--- src/rtl/addr_filter_pkg.sv ---
package addr_filter_pkg;
  localparam int unsigned CRC_W      = 32;
  localparam int unsigned BYTE_W     = 8;
  localparam int unsigned ADDR_BYTES = 6;
  localparam int unsigned HASH_W     = 6;
  localparam logic [CRC_W-1:0] CRC_POLY_REFL = 32'hEDB88320;
  localparam logic [CRC_W-1:0] CRC_SEED      = 32'hFFFFFFFF;

  function automatic logic [CRC_W-1:0] crc_bit_step(input logic [CRC_W-1:0] c, input logic d);
    if (d ^ c[0]) return (c >> 1) ^ CRC_POLY_REFL;
    else          return c >> 1;
  endfunction

  function automatic logic [CRC_W-1:0] crc_byte_step(input logic [CRC_W-1:0] c,
                                                     input logic [BYTE_W-1:0] b);
    logic [CRC_W-1:0] r;
    r = c;
    for (int i = 0; i < BYTE_W; i++) r = crc_bit_step(r, b[i]);
    return r;
  endfunction
endpackage

--- src/rtl/addr_crc_engine.sv ---
module addr_crc_engine
  import addr_filter_pkg::*;
#(
  parameter bit BIT_SERIAL = 1'b0
) (
  input  logic              clk,
  input  logic              rst_n,
  input  logic              absorb,
  input  logic              reload,
  input  logic [BYTE_W-1:0] byte_in,
  input  logic              tag_last,
  output logic              ready,
  output logic              done,
  output logic              done_last,
  output logic [CRC_W-1:0]  crc_next
);
  generate
    if (BIT_SERIAL == 1'b0) begin : g_par
      logic [CRC_W-1:0] crc_q;
      always_ff @(posedge clk or negedge rst_n) begin
        if (!rst_n)      crc_q <= CRC_SEED;
        else if (absorb) crc_q <= crc_next;
      end
      always_comb crc_next = crc_byte_step(reload ? CRC_SEED : crc_q, byte_in);
      assign ready     = 1'b1;
      assign done      = absorb;
      assign done_last = absorb && tag_last;
    end else begin : g_ser
      localparam int unsigned STEP_W = $clog2(BYTE_W);
      localparam logic [STEP_W-1:0] STEP_LAST = STEP_W'(BYTE_W - 1);
      logic [CRC_W-1:0]  crc_q;
      logic [BYTE_W-1:0] sh_q;
      logic [STEP_W-1:0] step_q;
      logic              busy_q, last_q;

      always_ff @(posedge clk or negedge rst_n) begin
        if (!rst_n) begin
          crc_q  <= CRC_SEED;
          sh_q   <= '0;
          step_q <= '0;
          busy_q <= 1'b0;
          last_q <= 1'b0;
        end else if (absorb) begin
          crc_q  <= reload ? CRC_SEED : crc_q;
          sh_q   <= byte_in;
          step_q <= '0;
          busy_q <= 1'b1;
          last_q <= tag_last;
        end else if (busy_q) begin
          crc_q  <= crc_next;
          sh_q   <= sh_q >> 1;
          step_q <= step_q + 1'b1;
          if (step_q == STEP_LAST) busy_q <= 1'b0;
        end
      end
      always_comb crc_next = crc_bit_step(crc_q, sh_q[0]);
      assign ready     = !busy_q;
      assign done      = busy_q && (step_q == STEP_LAST);
      assign done_last = done && last_q;


      absorb_busy_chk: assert property (@(posedge clk) disable iff (!rst_n)
        absorb |=> (busy_q && !ready));

      ready_after_last_step_chk: assert property (@(posedge clk) disable iff (!rst_n)
        done |=> ready);
    end
  endgenerate
endmodule

--- src/rtl/addr_exact_cmp.sv ---
module addr_exact_cmp
  import addr_filter_pkg::*;
#(
  parameter int unsigned IDX_W = 3
) (
  input  logic              clk,
  input  logic              rst_n,
  input  logic              take,
  input  logic              first,
  input  logic [IDX_W-1:0]  idx,
  input  logic [BYTE_W-1:0] byte_in,
  input  logic [31:0]       station_w0,
  input  logic [31:16]      station_w1,
  output logic              match_now
);
  localparam int unsigned STA_W = ADDR_BYTES * BYTE_W;
  logic [STA_W-1:0]  sta;
  logic [BYTE_W-1:0] exp_byte;
  logic              match_q, match_nx;

  assign sta = {station_w0, station_w1};

  always_comb begin
    exp_byte = '0;
    for (int i = 0; i < ADDR_BYTES; i++)
      if (idx == IDX_W'(i)) exp_byte = sta[STA_W-1-i*BYTE_W -: BYTE_W];
  end

  assign match_nx  = (first || match_q) && (byte_in == exp_byte);
  assign match_now = take ? match_nx : match_q;

  always_ff @(posedge clk or negedge rst_n) begin
    if (!rst_n)    match_q <= 1'b0;
    else if (take) match_q <= match_nx;
  end


  take_idx_range_chk: assert property (@(posedge clk) disable iff (!rst_n)
    take |-> (idx < IDX_W'(ADDR_BYTES)));
endmodule

--- src/rtl/hash_tbl_select.sv ---
module hash_tbl_select
  import addr_filter_pkg::*;
(
  input  logic [HASH_W-1:0] index,
  input  logic [31:0]       tbl_upper,
  input  logic [31:0]       tbl_lower,
  output logic              hit,
  output logic [31:0]       onehot_upper,
  output logic [31:0]       onehot_lower
);
  localparam int unsigned TBL_BITS = 1 << HASH_W;
  logic [TBL_BITS-1:0] full, onehot;

  assign full   = {tbl_upper, tbl_lower};
  assign hit    = full[index];
  assign onehot = TBL_BITS'(1) << index;
  assign {onehot_upper, onehot_lower} = onehot;


  always_comb begin
    onehot_shape_chk: assert ($onehot({onehot_upper, onehot_lower}));
  end
endmodule

--- src/rtl/dest_addr_filter.sv ---
module dest_addr_filter
  import addr_filter_pkg::*;
#(
  parameter bit BIT_SERIAL = 1'b0
) (
  input  logic        clk,
  input  logic        rst_n,
  input  logic        in_valid,
  output logic        in_ready,
  input  logic        in_start,
  input  logic [7:0]  in_byte,
  input  logic        cfg_mode,
  input  logic [31:0] hash_tbl_upper,
  input  logic [31:0] hash_tbl_lower,
  input  logic [31:0] station_w0,
  input  logic [31:16] station_w1,
  output logic        res_valid,
  output logic        accept,
  output logic        hash_hit,
  output logic        exact_hit,
  output logic [5:0]  hash_index,
  output logic [31:0] cfg_tbl_upper,
  output logic [31:0] cfg_tbl_lower
);
  localparam int unsigned CNT_W = $clog2(ADDR_BYTES + 1);
  localparam logic [CNT_W-1:0] CNT_IDLE = CNT_W'(ADDR_BYTES);
  localparam logic [CNT_W-1:0] CNT_LAST = CNT_W'(ADDR_BYTES - 1);

  logic [CNT_W-1:0]  byte_cnt_q, idx;
  logic              hs, take, tag_last;
  logic              eng_ready, eng_done, eng_done_last;
  logic [CRC_W-1:0]  crc_next;
  logic [HASH_W-1:0] idx_now;
  logic              match_now, tbl_hit;
  logic [31:0]       oh_up, oh_lo;

  assign hs       = in_valid && in_ready;
  assign take     = hs && (in_start || byte_cnt_q != CNT_IDLE);
  assign idx      = in_start ? '0 : byte_cnt_q;
  assign tag_last = (idx == CNT_LAST);
  assign in_ready = eng_ready;
  assign idx_now  = crc_next[CRC_W-1 -: HASH_W];

  always_ff @(posedge clk or negedge rst_n) begin
    if (!rst_n)    byte_cnt_q <= CNT_IDLE;
    else if (take) byte_cnt_q <= idx + 1'b1;
  end

  addr_crc_engine #(.BIT_SERIAL(BIT_SERIAL)) u_crc (
    .clk, .rst_n, .absorb(take), .reload(in_start), .byte_in(in_byte),
    .tag_last, .ready(eng_ready), .done(eng_done), .done_last(eng_done_last),
    .crc_next
  );

  addr_exact_cmp #(.IDX_W(CNT_W)) u_cmp (
    .clk, .rst_n, .take, .first(in_start), .idx, .byte_in(in_byte),
    .station_w0, .station_w1, .match_now
  );

  hash_tbl_select u_sel (
    .index(idx_now), .tbl_upper(hash_tbl_upper), .tbl_lower(hash_tbl_lower),
    .hit(tbl_hit), .onehot_upper(oh_up), .onehot_lower(oh_lo)
  );

  always_ff @(posedge clk or negedge rst_n) begin
    if (!rst_n) begin
      res_valid <= 1'b0; accept <= 1'b0; hash_hit <= 1'b0; exact_hit <= 1'b0;
      hash_index <= '0; cfg_tbl_upper <= '0; cfg_tbl_lower <= '0;
    end else if (take && in_start) begin
      res_valid <= 1'b0; accept <= 1'b0; hash_hit <= 1'b0; exact_hit <= 1'b0;
      hash_index <= '0; cfg_tbl_upper <= '0; cfg_tbl_lower <= '0;
    end else if (eng_done_last) begin
      res_valid  <= 1'b1;
      hash_index <= idx_now;
      if (cfg_mode) begin
        accept <= 1'b0; hash_hit <= 1'b0; exact_hit <= 1'b0;
        cfg_tbl_upper <= oh_up; cfg_tbl_lower <= oh_lo;
      end else begin
        accept    <= tbl_hit || match_now;
        hash_hit  <= tbl_hit;
        exact_hit <= match_now;
        cfg_tbl_upper <= '0; cfg_tbl_lower <= '0;
      end
    end
  end

  generate
    if (BIT_SERIAL == 1'b0) begin : g_par_chk

      last_byte_result_chk: assert property (@(posedge clk) disable iff (!rst_n)
        (take && !in_start && byte_cnt_q == CNT_LAST) |=> res_valid);

      par_ready_chk: assert property (@(posedge clk) disable iff (!rst_n) in_ready);
    end
  endgenerate


  start_clear_chk: assert property (@(posedge clk) disable iff (!rst_n)
    (hs && in_start) |=> (!res_valid && !accept && !hash_hit && !exact_hit));

  result_hold_chk: assert property (@(posedge clk) disable iff (!rst_n)
    (res_valid && !(hs && in_start)) |=> (res_valid && $stable(hash_index) && $stable(accept)));

  accept_cover_chk: assert property (@(posedge clk) disable iff (!rst_n)
    (hash_hit || exact_hit) |-> accept);

  cfg_quiet_chk: assert property (@(posedge clk) disable iff (!rst_n)
    ((cfg_tbl_upper | cfg_tbl_lower) != '0) |-> (!accept && res_valid));
endmodule

--- config.mk ---
export PLATFORM = sky130hd
export DESIGN_NAME = dest_addr_filter
export DESIGN_NICKNAME = d
export VERILOG_FILES = /design/src/rtl/addr_filter_pkg.sv /design/src/rtl/addr_crc_engine.sv /design/src/rtl/addr_exact_cmp.sv /design/src/rtl/hash_tbl_select.sv /design/src/rtl/dest_addr_filter.sv
export SDC_FILE = /design/constraint.sdc
export NUM_CORES = 1
export LEC_CHECK = 0
export BUFFER_PORTS_ARGS = -buffer_cell sky130_fd_sc_hd__buf_4
export CAP_MARGIN = 25
export CORE_MARGIN = 1.5
export CORE_UTILIZATION = 55
export CTS_CLUSTER_SIZE = 16
export DETAILED_ROUTE_END_ITERATION = 10
export PLACE_DENSITY = 0.85
export SETUP_SLACK_MARGIN = 0.5
export SYNTH_ARGS = -nofsm -noshare
export SYNTH_HDL_FRONTEND = slang
export SYNTH_SLANG_ARGS = --single-unit
export TNS_END_PERCENT = 50
--- constraint.sdc ---
create_clock -name clk -period 9.2 [get_ports clk]
set_clock_uncertainty 0.15 [all_clocks]
set_input_delay 0 -clock clk [delete_from_list [all_inputs] [get_ports clk]]
set_output_delay 0 -clock clk [all_outputs]
set_load 0.005 [all_outputs]
======== Word level (Yosys, flattened, before mapping) ========
Index checks and enable logic that the tools add are counted.
word-level totals
  output and inout bits ................... 75
  input port bits ......................... 125
  bits in registers ....................... 110
cells by class
  eq/ne operators ......................... 7
  bitwise operators ....................... 16
  reduce and logical (&&, ||, !) cells .... 9
  multiplexer cells ....................... 38
  shift operators ......................... 1
  magnitude comparators ................... 1
  add/sub/neg operators ................... 1
operator list
  operator              number
  $mux 32               15
  $not 13->14           8
  $shl 1x6->64 const A  1
  $mux 8                6
  $mux 1                13
  $mux 6                2
  $eq 8x8->1            1
  $xor 1x1->1           8
  $lt 6x7->1 const B    1
  $bmux 1 s6            1
  $eq 3x2->1 const B    2
  $eq 3x3->1 const B    2
  $logic_and 1x1->1     4
  $add 3x1->3 const B   1
  $eq 3x1->1 const B    1
  $logic_not 3->1       1
  $logic_or 1x1->1      3
  $mux 3                1
  $ne 3x3->1 const B    1
  $reduce_bool 2->1     1

======== Longest topological paths before layout ========
  depth in word-level cells ............... 23
  depth in mapped cells ................... 18
  mapped depth without buffers ............ 14

======== Cells and area by module ========
Synthesis repeated with hierarchy kept, for this count alone.
unflattened totals
  cell total of the unflattened synthesis .. 787
  area, all modules ....................... 7,773.7 µm²
modules (own cells, without submodules)
  module            seq. area each (µm²)  times used  area each (µm²)  cells an instance
  dest_addr_filter  1,929.4               1           3,744.8          344
  addr_crc_engine   840.8                 1           2,347.3          209
  hash_tbl_select   0.0                   1           993.5            145
  addr_exact_cmp    25.0                  1           688.2            89

======== Worst setup path before layout ========
No wires, ideal clock.
  path kind ............................... input port to flip-flop
  start point ............................. in in_start
  end point ............................... reg accept
  arrival time ............................ 3.015 ns
  path buffers ............................ 5
  path slack .............................. 5.963 ns
  cell stages on the path ................. 17
  path through ............................ buf_4 -> clkbuf_1 -> buf_1 -> nand2b_1 -> ha_1 -> clkbuf_1 -> nor2b_1 -> clkbuf_1 -> a221oi_1 -> o41ai_1 -> a21oi_1 -> o21ai_0 -> xor2_1 -> nor4_1 -> nand3b_1 -> a21boi_0 -> nand4_1
between the ends
  cells in the longest elaborated chain, start to end .. 20
  elaborated cells on any way between the ends .. 52
  those cells by class .................... eq/ne: 6; mux: 22; bitwise: 15; reduce/logical: 9
ends and longest elaborated chain
  what                          line                    RTL
  start: declaration            dest_addr_filter.sv:10  input logic in_start,
  $mux 32                       addr_crc_engine.sv:24   always_comb crc_next = crc_byte_step(reload ? CRC_SEED : crc_q, byte_in);
  $mux 32 (2 in a row)          addr_filter_pkg.sv:10   if (d ^ c[0]) return (c >> 1) ^ CRC_POLY_REFL;
  $xor 1x1->1                   addr_filter_pkg.sv:10
  $mux 32                       addr_filter_pkg.sv:10
  $not 13->14 (no source line)  --
  $mux 32                       addr_filter_pkg.sv:10
  $not 13->14 (no source line)  --
  $mux 32 (2 in a row)          addr_filter_pkg.sv:10
  (+2 left out)                 --
  $not 13->14 (no source line)  --
  $mux 32                       addr_filter_pkg.sv:10
  $bmux 1 s6                    hash_tbl_select.sv:15   assign hit = full[index];
  $mux 1 (not written as such)  hash_tbl_select.sv:15
  $logic_or 1x1->1              dest_addr_filter.sv:79  accept <= tbl_hit || match_now;
  $mux 1                        dest_addr_filter.sv:75  if (cfg_mode) begin
  $mux 1                        dest_addr_filter.sv:72  end else if (eng_done_last) begin
  $mux 1                        dest_addr_filter.sv:69  end else if (take && in_start) begin
  end signal: assignment        dest_addr_filter.sv:79
  end: declaration              dest_addr_filter.sv:18  output logic accept,
Several ways; a longest one is shown, not always the timed one. The select of a mux whose other input is x is not followed.
A chain may end at the register's enable or synchronous reset.

======== Worst setup path after layout ========
  start point ............................. reg byte_cnt_q[2]
  end point ............................... reg exact_hit
between the ends
  cells in the longest elaborated chain, start to end .. 14
  elaborated cells on any way between the ends .. 25
  those cells by class .................... eq/ne: 7; mux: 11; reduce/logical: 7
ends and longest elaborated chain
  what                      line                    RTL
  start: declaration        dest_addr_filter.sv:29  logic [CNT_W-1:0] byte_cnt_q, idx;
  start signal: assignment  dest_addr_filter.sv:46  else if (take) byte_cnt_q <= idx + 1'b1;
  $mux 3                    dest_addr_filter.sv:39  assign idx = in_start ? '0 : byte_cnt_q;
  $logic_not 3->1           addr_exact_cmp.sv:26    if (idx == IDX_W'(i)) exp_byte = sta[STA_W-1-i*BYTE_W -: BYTE_W];
  $mux 8 (6 in a row)       addr_exact_cmp.sv:26
  $eq 8x8->1                addr_exact_cmp.sv:29    assign match_nx = (first || match_q) && (byte_in == exp_byte);
  $logic_and 1x1->1         addr_exact_cmp.sv:29
  $mux 1                    addr_exact_cmp.sv:30    assign match_now = take ? match_nx : match_q;
  $mux 1                    dest_addr_filter.sv:75
  $mux 1                    dest_addr_filter.sv:72
  $mux 1                    dest_addr_filter.sv:69
  end signal: assignment    dest_addr_filter.sv:81  exact_hit <= match_now;
  end: declaration          dest_addr_filter.sv:20  output logic exact_hit,
Several ways; a longest one is shown, not always the timed one. The select of a mux whose other input is x is not followed.

==> impl_metrics.json <==
{
  "core.rowCount": 39,
  "synth_compound_area_share_pct": 18.4,
  "cts_resized": 0,
  "switching_share_pct": 46.5,
  "crit_fanout": 18,
  "p_seq_share_pct": 25.2,
  "avgSynthCellArea_um2": 9.34,
  "grt_pass1_vias": 6089,
  "avgRoutedWirePerCell_um": 18.9,
  "antenna_found_initial": 0,
  "cts_hold_buf": 8,
  "p_total_mw": 2.78,
  "crit_type": "flop to flop",
  "start_kind": "flop",
  "grt_pass1_wl_um": 30500,
  "cts_max_level": 3,
  "setup_viol": 0,
  "fin_crit_sh_pct": 47.8,
  "status": "complete, no violations",
  "ys_seq_area_share_pct": 42.2,
  "hold_viol": 0,
  "ys_ff_latch": 110,
  "ys_async_sr_fraction_pct": 100,
  "power-per-cell-area_nw_per_um2": 328,
  "synth_top_cell_by_area": "dfrtp_1",
  "tritoncts": "yes",
  "clock-sinks": 110,
  "cts_buffers": 9,
  "synth.top_cell.area_share_pct": 28.7,
  "die-height_um": 113,
  "syn_nets": 839,
  "drt_iter0_markers": 510,
  "relSlewSlack_pct": 28.2,
  "end_kind": "flop",
  "layout_common_cells": "buf_4 (202), nand2_1 (104), o21ai_0 (96)",
  "pwr-share-comb_pct": 60.0,
  "ir_drop_v": 0.000244,
  "hold_class": "input port to flop",
  "rsz0062_at_grt": "no",
  "cts_buffer_depth": 2,
  "holdWs_ns": 0.00330,
  "yosys-top-cells-area": "dfrtp_1 (29%), dfstp_2 (13%), xnor2_1 (10%)",
  "gp_congestion": 0.929,
  "synthSimpleGateAreaFrac_pct": 13.0,
  "clk_pin_slew_ns": 0.09,
  "slowest_delay_ns": 0.80,
  "ys.warnings.count": 0,
  "route.detailed.drc": 0,
  "finish.instance_area_um2": 8470,
  "drt-total-wl_um": 19400,
  "utilization_pct": 73.3,
  "initial_core_util_pct": 57.2,
  "syn_inst": 709,
  "via_count": 6041,
  "antenna_left": 0,
  "path_cells": "nor2b_1, inv_1, ha_1, nor2_1, o211ai_1, a22o_1, xor2_1, nand4_1, nor4_1, nand3b_1, dlygate4sd3_1, nand2_1",
  "critPathArrivalTime_ns": 4.56,
  "synth_top_family_by_area": "compound AO/OA/AOI/OAI gates",
  "cts-root-buf": "clkbuf_16",
  "period_needed_ns": 4.40,
  "io_buffers": 198,
  "fmax_mhz": 227,
  "via_per_inst": 5.88,
  "intPower_mw": 1.49,
  "leakage_nw": 3.84,
  "syn_area_um2": 6620,
  "io_pins": 200,
  "grt_overflow": 0,
  "drt_first_pass_iters": 5,
  "synthMuxAreaShare_pct": 2.61,
  "synth_edf_count": 0,
  "area_growth_pct": 28.0,
  "placed_cell_area_um2": 8070,
  "tightest_slew_ns": 1.07,
  "clk_latency_ns": 0.36,
  "required_ns": 9.36,
  "report.final.slew_viol_count": 0,
  "dieWidth_um": 113,
  "grt_max_degree": 76,
  "maxCapViolations": 0,
  "mostFrequentLayoutCell": "buf_4",
  "synth-xor-area-share_pct": 18.0,
  "grt_usage_pct": 30.5,
  "synthAdderAreaFrac_pct": 0.945,
  "postCtsSetupBuffers": 0,
  "crit_slowest_cell": "nor2b_1",
  "tns_ns": 0,
  "hpwl_um": 14200,
  "synth_cell_types": 60,
  "synth_top_flop_cell": "dfrtp_1",
  "p_switching_mw": 1.29,
  "antenna_cells": 0,
  "final_nets": 1010,
  "drive_gt1_share_pct": 31.3,
  "fp.coreArea_um2": 11600,
  "fp.dieArea_um2": 12700,
  "pwr-share-clk_pct": 14.8
}
[Yosys cell counts (all sizes together), types with 11 or more instances]
cell    count
nand2     104
o21ai      98
xnor2      85
dfrtp      76
nor2       63
dfstp      34
clkbuf     30
xor2       25
buf        20
a21oi      19
a22o       19
inv        15
o221ai     14
mux2i      12
nand3      11
[per-layer routing]
| metal | wire length [um] | up-vias | track usage, % |
|---|---|---|---|
| met5 | 0 | - | 0 |
| met4 | 685 | 0 | 13.0 |
| met3 | 1340 | 65 | 3.37 |
| met2 | 9690 | 332 | 52.2 |
| met1 | 7670 | 2877 | 39.7 |
| li1 | - | 2767 | - |
[flip-flops by register name, summed over array words and instances, names as in the netlist]
| signal | count |
|---|---|
| accept | 1 |
| byte_cnt_q | 3 |
| cfg_tbl_lower | 32 |
| cfg_tbl_upper | 32 |
| exact_hit | 1 |
| hash_hit | 1 |
| hash_index | 6 |
| res_valid | 1 |
| u_cmp.match_q | 1 |
| u_crc.g_par.crc_q | 32 |
[power by group through the flow]
stage                     logic [mW]  registers (mW)  clock network, mW
after floorplan                 1.31           0.666                  0
after global placement          1.58           0.702                  0
after detailed placement        1.62           0.707                  0
after CTS                       1.64           0.700              0.414
after global routing            1.79           0.712              0.432
final                           1.67           0.701              0.411
[worst paths after layout]
| path | start | end | slack (ns) | cells past startpoint |
|---|---|---|---|---|
| setup / recovery | byte_cnt_q[2]$_DFFE_PN1P_ | exact_hit$_DFFE_PN0P_ | 4.80 | 12 |
| hold / removal | in_byte[7] | u_cmp.match_q$_DFF_PN0_ | 0.003 | 6 |
| setup reg to reg | byte_cnt_q[2]$_DFFE_PN1P_ | exact_hit$_DFFE_PN0P_ | 4.80 | 12 |
| hold reg to reg | u_crc.g_par.crc_q[21]$_DFFE_PN1P_ | u_crc.g_par.crc_q[21]$_DFFE_PN1P_ | 0.33 | 2 |
| max in group asynchronous | rst_n | cfg_tbl_lower[0]$_DFFE_PN0P_ | 7.60 | 3 |
| min in group asynchronous | rst_n | hash_index[3]$_DFFE_PN0P_ | 0.01 | 2 |
[layout make-up]
type / count / area, um2
clock inverter: 7 / 93.8
fill: 850 / 3090
clock buffer: 9 / 225
tap: 143 / 179
sequential: 110 / 2800
multi-input combinational: 534 / 3530
timing repair buffer: 210 / 1600
inverter: 15 / 56.3
[metrics by stage]
stage,worst slack (ns),instances
2_1_floorplan,5.96,709
3_3_place_gp,5.27,1004
3_5_place_dp,5.17,1004
4_1_cts,4.81,1028
5_1_grt,4.52,1028
6_report,4.80,1028
[kinds of logic (layout without fill, tap and decap cells)]
logic type / after synthesis / count (layout)
AND/OR/NAND/NOR: 204 / 204
AO/OA/AOI/OAI: 193 / 193
adder cells (fa/ha/maj): 5 / 5
buffers and inverters: 65 / 241
flip-flops: 110 / 110
other: 1 / 1
XOR/XNOR: 115 / 115
multiplexers: 16 / 16
[worst max-delay path: cells and delay by family (launching register included)]
kind | cells | cell delay [ns]
AND/OR/NAND/NOR | 6 | 1.88
adder cells (fa/ha/maj) | 1 | 0.42
flip-flops | 1 | 0.54
XOR/XNOR | 1 | 0.14
AO/OA/AOI/OAI | 2 | 0.39
buffers and inverters | 2 | 0.84
Power figures use the tool's default switching activity.
